===== src/rtl/tri_pwm_dt.sv =====
module tri_pwm_dt #(
  parameter int W = 16
) (
  input  logic         clk,
  input  logic         rst_n,
  input  logic         cnt_en,
  input  logic [W-1:0] cycle_val,
  input  logic         duty_wr,
  input  logic [W-1:0] duty_in,
  input  logic [W-1:0] dt_pos,
  input  logic [W-1:0] dt_neg,
  input  logic         inv_pos,
  input  logic         inv_neg,
  output logic [W-1:0] tri_cnt,
  output logic         cnt_uf,
  output logic         sub_uf,
  output logic         pwm_pos,
  output logic         pwm_neg
);
  localparam logic [W-1:0] START = {{(W-1){1'b1}}, 1'b0};
  localparam logic [W-1:0] ONE   = {{(W-1){1'b0}}, 1'b1};

  logic [W-1:0] cnt_q, cnt_nx, duty_buf, duty_act, sub_q;
  logic up_q, up_nx, started_q, raw_q, raw_nx, uf_q, suf_q, valley;

  always_comb begin
    if (up_q) begin
      up_nx  = (cnt_q != cycle_val);
      cnt_nx = (cnt_q == cycle_val) ? cycle_val - ONE : cnt_q + ONE;
    end else begin
      up_nx  = (cnt_q == '0);
      cnt_nx = (cnt_q == '0) ? ONE : cnt_q - ONE;
    end
  end

  assign valley = (cnt_nx == '0);
  assign raw_nx = started_q && ((duty_act >= cycle_val) || (cnt_q < duty_act));

  always_ff @(posedge clk or negedge rst_n)
    if (!rst_n)       duty_buf <= '0;
    else if (duty_wr) duty_buf <= duty_in;

  always_ff @(posedge clk or negedge rst_n) begin
    if (!rst_n) begin
      cnt_q     <= START;
      up_q      <= 1'b1;
      started_q <= 1'b0;
      duty_act  <= '0;
      raw_q     <= 1'b0;
      sub_q     <= '0;
      uf_q      <= 1'b0;
      suf_q     <= 1'b0;
    end else if (!cnt_en) begin
      cnt_q     <= START;
      up_q      <= 1'b1;
      started_q <= 1'b0;
      raw_q     <= 1'b0;
      sub_q     <= '0;
      uf_q      <= 1'b0;
      suf_q     <= 1'b0;
    end else begin
      cnt_q <= cnt_nx;
      up_q  <= up_nx;
      uf_q  <= valley;
      if (valley) begin
        started_q <= 1'b1;
        duty_act  <= duty_buf;
      end
      raw_q <= raw_nx;
      suf_q <= (raw_nx == raw_q) && (sub_q == ONE);
      if (raw_nx != raw_q)  sub_q <= raw_nx ? dt_pos : dt_neg;
      else if (sub_q != '0) sub_q <= sub_q - ONE;
    end
  end

  assign tri_cnt = cnt_q;
  assign cnt_uf  = uf_q;
  assign sub_uf  = suf_q;
  assign pwm_pos = (cnt_en && raw_q && (sub_q == '0)) ^ inv_pos;
  assign pwm_neg = (cnt_en && !raw_q && (sub_q == '0)) ^ inv_neg;
endmodule


===== config.mk =====
export PLATFORM = sky130hd
export DESIGN_NAME = tri_pwm_dt
export DESIGN_NICKNAME = d
export VERILOG_FILES = /design/src/rtl/tri_pwm_dt.sv
export SDC_FILE = /design/constraint.sdc
export NUM_CORES = 1
export LEC_CHECK = 0
export ABC_CLOCK_PERIOD_IN_PS = 4300
export BUFFER_PORTS_ARGS = -buffer_cell sky130_fd_sc_hd__buf_4
export CORE_UTILIZATION = 36
export DETAILED_ROUTE_END_ITERATION = 7
export GPL_TIMING_DRIVEN = 0
export PLACE_DENSITY = 0.59
export SLEW_MARGIN = 20
export SYNTH_ARGS = -nofsm -noshare
export SYNTH_HDL_FRONTEND = slang
export SYNTH_SLANG_ARGS = --single-unit

===== constraint.sdc =====
create_clock -name clk -period 4.3 [get_ports clk]
set_clock_uncertainty 0.05 [all_clocks]
set_input_delay 0.86 -clock clk [delete_from_list [all_inputs] [get_ports clk]]
set_output_delay 0.86 -clock clk [all_outputs]
set_load 0.02 [all_outputs]

==> flow_summary_export.csv, run 1 <==
group,metric,value,unit
synthesis,synth_area,5610,sq um
critical_path,criticalPathCategory,"reg -> reg",
hold_path,worst_hold_path_type,"reg -> reg",
synthesis,mappedNetlistNets,731,
synthesis,post_synthesis_cell_type_count,54,
sta,achievable-frequency,248,MHz
synthesis,share_of_synthesized_area_occupied_by_flip_flops_and_latches,31.1,%
finish,antenna_cells_inserted,0,
cts,clockRootBuffer,"clkbuf_16",
placement,placed_area,6470,sq um
hold_path,hold_end,"duty_act[3]$_DFFE_PN0P_",
grt,grt_antenna_before_repair,0,
routing,totalWireLength,16300,um
sta,setup_viol,0,
sta,slew_violations,0,
critical_path,critical_path.startpoint_type,"flip-flop",
power_and_ir_drop,ir_worst_vdd,236,uV
cts,cts-buffers-inserted,9,
outcome,status,"completed",
routing,drtAntennaViolNets,0,
routing,post-route-drc-count,0,
hold_path,hold_start,"duty_buf[3]$_DFFE_PN0P_",
floorplan,initial_core_util,36.9,%
critical_path,worstPathCellList,"clkbuf_1 -> xnor2_1 -> nand4_1 -> nor4_4 -> buf_6 -> mux2i_1 -> a22oi_1 -> nand4_1 -> nor4_4 -> buf_4 -> mux2_2",
grt,maximum_number_of_pins_on_one_net_before_global_route_repair,70,
critical_path,register_to_register_setup_slack,0.27,ns
placement,dpl.hpwl,12500,um
critical_path,worst_ep_arrival_time,4.21,ns
synthesis,synth_seq_cells,69,
finish,drive_gt1_share,23.6,%
cts,cts-htree-levels,3,
critical_path,crit_required,4.47,ns
synthesis,yosys_warnings,0,
power_and_ir_drop,power.total,2.77,mW
synthesis,post-synth-top-area-fraction,23.6,%
grt,grt_pass1_vias,4948,
routing,highest-signal-layer,"met4",
cts,cts_resized,0,
placement,routabilityCongestion,0.872,
routing,routed-via-count,5000,
grt,groute.usage.overall,21.1,%
synthesis,synth.cells.most_frequent,"62 x nand2_1, 53 x dfrtp_1, 49 x xnor2_1, 44 x inv_1, 36 x ha_1",
floorplan,die_w,127,um
cts,ctsLongestPathBuffers,2,
sta,hold_viol,0,
routing,drt-pass1-iter-count,4,
placement,port-buffer-count,83,
finish,final_net_count,826,
floorplan,vertical_extent_of_the_die,127,um
finish,regArea,1750,sq um
critical_path,worst_path_largest_cell_delay,0.70,ns
finish,fin_area,6820,sq um
critical_path,crit_path_start,"tri_cnt[14]$_DFF_PN1_",
cts,cts_num_sinks,69,
flow_run,max-cap-violations,0,
synthesis,ys_dominant_reg_cell,"dfrtp_1",
floorplan,die_area,16100,sq um
synthesis,syn_inst,625,
power_and_ir_drop,total_leakage_power,2.98,nW
routing,met1Wirelength,7840,um
grt,gr-total-overflow,0,
synthesis,synth.avg_cell_area,8.98,sq um
routing,routed-wl-met3,701,um
cts,tritoncts,"yes",
floorplan,top_level_pins,90,
routing,first_iter_violations,305,
routing,met2_wirelength,7370,um
cts,clk_latency_worst_skew_pair,0.34,ns
cts,post_cts_hold_buffer_count,0,
grt,grt_first_pass_wirelength,26300,um
sta,worstMarginPinSlew,0.915,ns
critical_path,cpLargestDelayFamily,"simple AND/OR/NAND/NOR gates",
finish,multiInputGateArea,3470,sq um
hold_path,min_path_cells,1,
routing,avgViaCountPerCell,5.48,
finish,layout.filler_cells,1531,
critical_path,critical_path.reg2reg.endpoint,"duty_act[0]$_DFFE_PN0P_",
sta,layout_worst_path_cycle_share,93.8,%
routing,wl_per_cell,17.8,um
critical_path,critPathBufInv,3,
critical_path,crit_path_max_fanout,10,
synthesis,cell_types_with_the_largest_area_share_after_synthesis,"dfrtp_1 24%, ha_1 8.0%, xnor2_1 7.6%, dfstp_2 7.5%, mux2i_1 5.5%",
floorplan,floorplan.core_area,15200,sq um
finish,postLayoutCoreUtil,44.9,%
critical_path,timing.rr.start,"tri_cnt[14]$_DFF_PN1_",
finish,syn2layout_area_growth,21.5,%
sta,maxSlewHeadroom,39.0,%
synthesis,ys_async_sr_fraction,100,%
synthesis,yosys.cell_count.top_type,"nand2_1",
floorplan,std_cell_rows,45,
power_and_ir_drop,power.density_cell_area,406,nW/um^2
sta,final.min_clock_period,4.03,ns
synthesis,synth_enable_flop_cells,0,
sta,rsz0062_at_grt,"no",
critical_path,depth_of_the_worst_register_to_register_path,11,
synthesis,synth_top_cell_by_area,"dfrtp_1",
critical_path,critical_path.slowest_cell,"nor4_4",
cts,path_clk_slew,0.06,ns
critical_path,worst_setup_path_end_kind,"flip-flop",
## where the power goes
group / internal [mW] / switching, mW
clock: 0.558 / 0.304
sequential: 0.754 / 0.0938
combinational: 0.480 / 0.582
total: 1.79 / 0.979
## metal layers
metal	global-route usage [%]	vias up
met5	0	-
met4	7.77	0
met3	3.29	25
met2	33.3	146
met1	29.2	2421
li1	-	2408
## cell families after synthesis
group / after synthesis / synth area share, %
AO/OA/AOI/OAI: 70 / 8.70
XOR/XNOR: 66 / 10.3
adder cells (fa/ha/maj): 36 / 8.03
buffers and inverters: 87 / 7.00
flip-flops: 69 / 31.1
multiplexers: 63 / 12.5
AND/OR/NAND/NOR: 234 / 22.3
## metrics by stage
step / setup TNS [ns] / setup WS, ns / hold WS [ns] / cells
after detailed placement: -4.26 / -0.353 / 0.444 / 896
after CTS: 0 / 0.258 / 0.457 / 913
after floorplan: 0 / 0.499 / 0.425 / 625
after global placement: -3.90 / -0.332 / 0.433 / 896
final: 0 / 0.266 / 0.458 / 913
after global routing: 0 / 0.00138 / 0.479 / 913
## worst max path at each step
stage	to	slack (ns)	cells after the start
2_1_floorplan	duty_act[10]$_DFFE_PN0P_	0.50	11
3_3_place_gp	duty_act[11]$_DFFE_PN0P_	-0.33	11
3_5_place_dp	duty_act[8]$_DFFE_PN0P_	-0.35	11
4_1_cts	duty_act[0]$_DFFE_PN0P_	0.26	11
5_1_grt	duty_act[0]$_DFFE_PN0P_	0.001	11
6_report	duty_act[0]$_DFFE_PN0P_	0.27	11
## cells in the final DEF (no fill, tap or decap), drive strengths merged, types with 17 or more instances in the layout
cell / synthesis / routed
buf: 15 / 99
clkbuf: 27 / 39
dfrtp: 53 / 53
ha: 36 / 36
inv: 44 / 45
mux2: 32 / 32
mux2i: 31 / 31
nand2: 62 / 62
nand4: 20 / 20
nor2: 29 / 29
nor3: 35 / 35
nor4: 28 / 28
xnor2: 49 / 49
xor2: 17 / 17
## sequential cells by signal, summed over array words and instances (netlist names)
name and flops:
tri_cnt 16, up_q 1, sub_uf 1, raw_q 1, cnt_uf 1, duty_act 16, sub_q 16, duty_buf 16
started_q 1
## layout make-up
cell class                      count  area share, %
Sequential cell                    69           25.6
Timing Repair Buffer               84           9.25
Buffer                             42           3.28
Clock inverter                      4           1.12
Inverter                           45           2.48
Clock buffer                       12           3.91
Multi-Input combinational cell    469           50.9
Tap cell                          188           3.45
## repair_timing
item                                    in CTS  in global routing
buffers inserted                             1                  0
endpoints found under the hold margin        0                  0
endpoints found under the setup margin       8                  0
(Power assumes the default switching activity.)
==> run 2, diff against run 1 <==
--- a/config.mk
+++ b/config.mk
@@ -11,6 +11,8 @@
 export DETAILED_ROUTE_END_ITERATION = 7
 export GPL_TIMING_DRIVEN = 0
 export PLACE_DENSITY = 0.59
+export RECOVER_POWER = 50
+export SETUP_SLACK_MARGIN = 0.15
 export SLEW_MARGIN = 20
 export SYNTH_ARGS = -nofsm -noshare
 export SYNTH_HDL_FRONTEND = slang
==> run 2 against run 1 <==
Net effect:
- the run now ends with capacitance limit, slew limit left
- clock power is essentially flat
- worst setup slack gained 0.11 ns
- combinational power is essentially flat
- die area is the same
- power shrank 0.19%
- first-iteration DRC count shrank 11%
- wire length grew 0.27%
- clock-buffer cell count is the same
- register-to-register slack gained 0.16 ns
==> flow_summary_export.csv, run 2 (same netlist as run 1, synthesis figures left out) <==
group,metric,value,unit
grt,grt_pass1_vias,4948,
power_and_ir_drop,ir_worst_vdd,236,uV
sta,worstMarginPinSlew,1.80,ns
grt,maximum_number_of_pins_on_one_net_before_global_route_repair,70,
finish,most_frequent_standard_cell_in_the_layout_excluding_fill_and_tap_cells,"buf_4",
critical_path,criticalPathCategory,"in -> reg",
flow_run,max-cap-violations,1,
sta,slew_violations,70,
cts,clockRootBuffer,"clkbuf_16",
placement,port-buffer-count,83,
critical_path,crit_path_max_fanout,8,
floorplan,die_area,16100,sq um
routing,drt-pass1-iter-count,5,
critical_path,worst_ep_arrival_time,4.09,ns
sta,layout_worst_path_cycle_share,91.2,%
finish,final_net_count,831,
routing,totalWireLength,16300,um
power_and_ir_drop,gate_power_share,38.3,%
cts,cts-buffers-inserted,9,
finish,layout.cells.most_common_list,"85 x buf_4, 62 x nand2_1, 53 x dfrtp_1",
sta,final.min_clock_period,3.92,ns
outcome,status,"finished, violations left",
routing,avgViaCountPerCell,5.49,
critical_path,critical_path.startpoint_type,"input pin",
critical_path,register_to_register_setup_slack,0.43,ns
grt,grt_antenna_before_repair,0,
floorplan,std_cell_rows,45,
cts,cts_num_sinks,69,
routing,wl_per_cell,17.8,um
grt,groute.usage.overall,21.1,%
routing,routed-via-count,5036,
hold_path,worst_hold_path_type,"reg -> reg",
power_and_ir_drop,power.share.clock,31.0,%
floorplan,die_w,127,um
sta,hold_viol,0,
power_and_ir_drop,power.density_cell_area,404,nW/um^2
cts,clk_latency_worst_skew_pair,0.34,ns
finish,instances_no_fill,918,
power_and_ir_drop,seq_power_share,30.7,%
power_and_ir_drop,total_leakage_power,2.99,nW
routing,drtAntennaViolNets,0,
placement,place_inst,896,
floorplan,top_level_pins,90,
finish,drive_gt1_share,23.7,%
sta,achievable-frequency,255,MHz
power_and_ir_drop,netSwitchingFraction,35.3,%
sta,final.hold.worst_slack,0.459,ns
placement,post-place-ws,-0.353,ns
routing,first_iter_violations,270,
critical_path,crit_required,4.47,ns
routing,post-route-drc-count,0,
cts,post_cts_hold_buffer_count,0,
finish,layout.filler_cells,1529,
floorplan,floorplan.core_area,15200,sq um
cts,ctsLongestPathBuffers,2,
sta,totalNegativeSetupSlack,0,ns
power_and_ir_drop,internal_power,1.79,mW
finish,syn2layout_area_growth,22.0,%
grt,gr-total-overflow,0,
cts,tritoncts,"yes",
sta,rsz0062_at_grt,"no",
grt,grt_first_pass_wirelength,26300,um
sta,maxSlewHeadroom,-19.8,%
cts,path_clk_slew,0.06,ns
floorplan,initial_core_util,36.9,%
critical_path,worst_setup_path_end_kind,"flip-flop",
finish,antenna_cells_inserted,0,
sta,post-route-worst-setup-slack,0.378,ns
placement,dpl.hpwl,12500,um
placement,routabilityCongestion,0.872,
outcome,violations,"capacitance limit, slew limit",
floorplan,vertical_extent_of_the_die,127,um
cts,cts-htree-levels,3,
power_and_ir_drop,power.net_switching,977,uW
sta,setup_viol,0,
[run 2: path summary, 6_finish.rpt]
path	start	endpoint	depth (start not counted)
setup / recovery	cycle_val[1]	duty_act[0]$_DFFE_PN0P_	12
hold / removal	duty_buf[3]$_DFFE_PN0P_	duty_act[3]$_DFFE_PN0P_	1
setup reg to reg	tri_cnt[1]$_DFF_PN1_	duty_act[0]$_DFFE_PN0P_	12
hold reg to reg	duty_buf[3]$_DFFE_PN0P_	duty_act[3]$_DFFE_PN0P_	1
max in group asynchronous	rst_n	tri_cnt[0]$_DFF_PN0_	1
min in group asynchronous	rst_n	duty_act[6]$_DFFE_PN0P_	1
[run 2: layout make-up]
class	instances	area (sq um)	area share [%]
multi-input cells	469	3470	50.7
flip-flops and latches	69	1750	25.5
repair buffers	89	654	9.56
clock buffers	12	267	3.89
well taps	188	235	3.44
plain buffers	42	224	3.27
inverters	45	173	2.52
clock inverters	4	76.3	1.11
[run 2: routing by layer]
| metal | GRT usage, % | wire (um) |
|---|---|---|
| met1 | 29.2 | 7870 |
| met2 | 33.3 | 7400 |
| met3 | 3.29 | 684 |
| met4 | 7.77 | 378 |
| met5 | 0 | 0 |
[run 2: stage by stage]
stage	cell area [sq um]	util [%]	total power, mW
2_1_floorplan	5610	-	1.60
3_3_place_gp	6470	42.6	1.88
3_5_place_dp	6470	42.6	1.91
4_1_cts	6820	44.9	2.78
5_1_grt	6850	45.0	2.94
6_report	6850	45.0	2.77
[run 2: power groups by stage]
stage	registers [mW]	logic, mW	clock network [mW]
5_1_grt	0.858	1.18	0.903
4_1_cts	0.847	1.06	0.880
6_report	0.848	1.06	0.859
3_5_place_dp	0.858	1.05	0
2_1_floorplan	0.856	0.748	0
3_3_place_gp	0.852	1.03	0
[run 2: critical path: stages]
cell and delay [ns]:
buf_4 0.13, inv_1 0.11, ha_1 0.21, or4b_2 0.70, nor4_1 0.30, xnor2_1 0.21
mux2i_1 0.11, a21oi_1 0.27, nand4_1 0.21, nor4_4 0.37, buf_4 0.25, mux2_2 0.34
[run 2: timing repair]
| item | CTS | global route |
|---|---|---|
| endpoints found under the setup margin | 16 | 16 |
| pin swaps | 1 | 1 |
| gates resized for setup | 0 | 1 |
| setup buffers | 1 | 5 |
==> run 3, diff against run 2 <==
--- a/config.mk
+++ b/config.mk
@@ -5,8 +5,8 @@
 export SDC_FILE = /design/constraint.sdc
 export NUM_CORES = 1
 export LEC_CHECK = 0
-export ABC_CLOCK_PERIOD_IN_PS = 4300
 export BUFFER_PORTS_ARGS = -buffer_cell sky130_fd_sc_hd__buf_4
+export CORE_ASPECT_RATIO = 1.25
 export CORE_UTILIZATION = 36
 export DETAILED_ROUTE_END_ITERATION = 7
 export GPL_TIMING_DRIVEN = 0
==> run 3 against run 2 <==
Net effect:
- the flow still finishes with violations (capacitance limit, slew limit)
- power fell by 3.3%
- clock power shrank 11%
- first-iteration DRC count is 8.9% lower
- global-route usage shrank 1.0 points
- combinational power about the same
- sequential power decreased by 0.8%
- final cell count grew 2.0%
- maximum frequency up 1.0%
- critical path depth stayed put
- die area barely moved
- sequential share of layout area increased by 0.098 points
- critical path type is now reg -> reg
- highest routed layer unchanged
==> flow_summary_export.csv, run 3 (same netlist as run 1, synthesis figures left out) <==
group,metric,value,unit
finish,layout.cells.most_common_list,"83 x buf_4, 62 x nand2_1, 53 x dfrtp_1",
sta,layout_worst_path_cycle_share,90.3,%
cts,cts-htree-levels,3,
cts,path_clk_slew,0.06,ns
floorplan,floorplan.core_area,15100,sq um
routing,avgViaCountPerCell,5.19,
floorplan,top_level_pins,90,
placement,dpl.hpwl,12300,um
grt,grt_antenna_before_repair,0,
hold_path,worst_hold_path_type,"reg -> reg",
finish,drive_gt1_share,23.4,%
sta,final.min_clock_period,3.88,ns
power_and_ir_drop,power.total,2.67,mW
routing,post-route-drc-count,0,
flow_run,max-cap-violations,1,
grt,maximum_number_of_pins_on_one_net_before_global_route_repair,70,
critical_path,cpLargestDelayFamily,"simple AND/OR/NAND/NOR gates",
finish,most_frequent_standard_cell_in_the_layout_excluding_fill_and_tap_cells,"buf_4",
power_and_ir_drop,power.density_cell_area,392,nW/um^2
grt,gr-total-overflow,0,
critical_path,worstPathCellList,"clkbuf_1 -> inv_1 -> ha_1 -> nor4b_2 -> and4_1 -> a21o_1 -> clkinv_1 -> a22oi_1 -> nand4_2 -> nor4_4 -> buf_4 -> mux2_2",
floorplan,die_area,16100,sq um
sta,achievable-frequency,258,MHz
grt,groute.usage.overall,20.1,%
grt,grt_first_pass_wirelength,25100,um
finish,antenna_cells_inserted,0,
cts,tritoncts,"yes",
sta,final.hold.worst_slack,0.451,ns
floorplan,initial_core_util,37.2,%
routing,drtAntennaViolNets,0,
placement,port-buffer-count,83,
cts,cts_num_sinks,69,
floorplan,vertical_extent_of_the_die,142,um
grt,grt_pass1_vias,5127,
critical_path,critical_path.startpoint_type,"flip-flop",
cts,clk_latency_worst_skew_pair,0.33,ns
finish,final_net_count,829,
sta,rsz0062_at_grt,"no",
sta,maxSlewHeadroom,-17.2,%
cts,post_cts_hold_buffer_count,0,
sta,setup_viol,0,
cts,ctsLongestPathBuffers,2,
cts,clockRootBuffer,"clkbuf_16",
routing,drt-pass1-iter-count,5,
critical_path,crit_path_max_fanout,10,
floorplan,std_cell_rows,50,
finish,instances_no_fill,936,
placement,place_inst,916,
routing,wl_per_cell,16.5,um
critical_path,worst_path_largest_cell_delay,0.48,ns
routing,totalWireLength,15500,um
critical_path,criticalPathCategory,"reg -> reg",
finish,postLayoutCoreUtil,45.2,%
floorplan,die_w,114,um
sta,worstMarginPinSlew,1.76,ns
critical_path,critical_path.slowest_cell,"nor4b_2",
finish,syn2layout_area_growth,21.6,%
critical_path,critPathBufInv,4,
critical_path,worst_setup_path_end_kind,"flip-flop",
power_and_ir_drop,total_leakage_power,2.97,nW
outcome,status,"finished, violations left",
sta,slew_violations,70,
power_and_ir_drop,ir_worst_vdd,183,uV
cts,cts-buffers-inserted,9,
routing,first_iter_violations,246,
routing,routed-via-count,4858,
critical_path,worst_ep_arrival_time,4.05,ns
outcome,violations,"capacitance limit, slew limit",
critical_path,crit_required,4.47,ns
placement,routabilityCongestion,0.869,
sta,hold_viol,0,
## run 3: changes by cell type in the layout (fill, tap and decap cells not counted)
cell       delta
buf_4         -2
bufinv_16     -1
clkbuf_8      -2
clkinv_1      +1
clkinv_4      +2
## run 3: path summary, 6_finish.rpt
path                                          start                       end  slack [ns]  cells after the start
setup / recovery               tri_cnt[1]$_DFF_PN1_   duty_act[4]$_DFFE_PN0P_        0.42                     12
hold / removal             duty_buf[11]$_DFFE_PN0P_  duty_act[11]$_DFFE_PN0P_        0.45                      1
setup reg to reg               tri_cnt[1]$_DFF_PN1_   duty_act[4]$_DFFE_PN0P_        0.42                     12
hold reg to reg            duty_buf[11]$_DFFE_PN0P_  duty_act[11]$_DFFE_PN0P_        0.45                      1
max in group asynchronous                     rst_n   duty_buf[6]$_DFFE_PN0P_        2.21                      1
min in group asynchronous                     rst_n     sub_q[12]$_DFFE_PN0P_        0.94                      1
## run 3: through the flow
step,setup slack [ns],TNS (ns),cell area (sq um)
CTS,0.462,0,6830
floorplan,0.499,0,5610
global placement,-0.260,-2.74,6490
detailed placement,-0.215,-2.05,6490
global route,0.234,0,6820
finish,0.418,0,6820
## run 3: layout make-up
type / instances / area, sq um
buffer: 42 / 224
clock buffer: 10 / 239
clock inverter: 6 / 71.3
fill: 1490 / 8260
inverter: 45 / 169
multi-input combinational: 469 / 3470
sequential: 69 / 1750
tap: 208 / 260
timing repair buffer: 87 / 639
## run 3: per-layer routing
metal | GRT usage, % | part of all wire, %
met2 | 36.7 | 51
met3 | 3.63 | 5.0
met1 | 22.5 | 41
met5 | 0 | 0
met4 | 8.93 | 3.3
## run 3: repair_timing
item	4_1_cts	5_1_grt
buffers inserted	4	0
resized for setup	0	0
setup endpoints to repair	8	0
## run 3: report_power, final
group          internal, mW  switching, mW  total (mW)
clock                 0.469          0.294       0.763
sequential            0.753         0.0880       0.841
combinational         0.479          0.591        1.07
total                  1.70          0.973        2.67
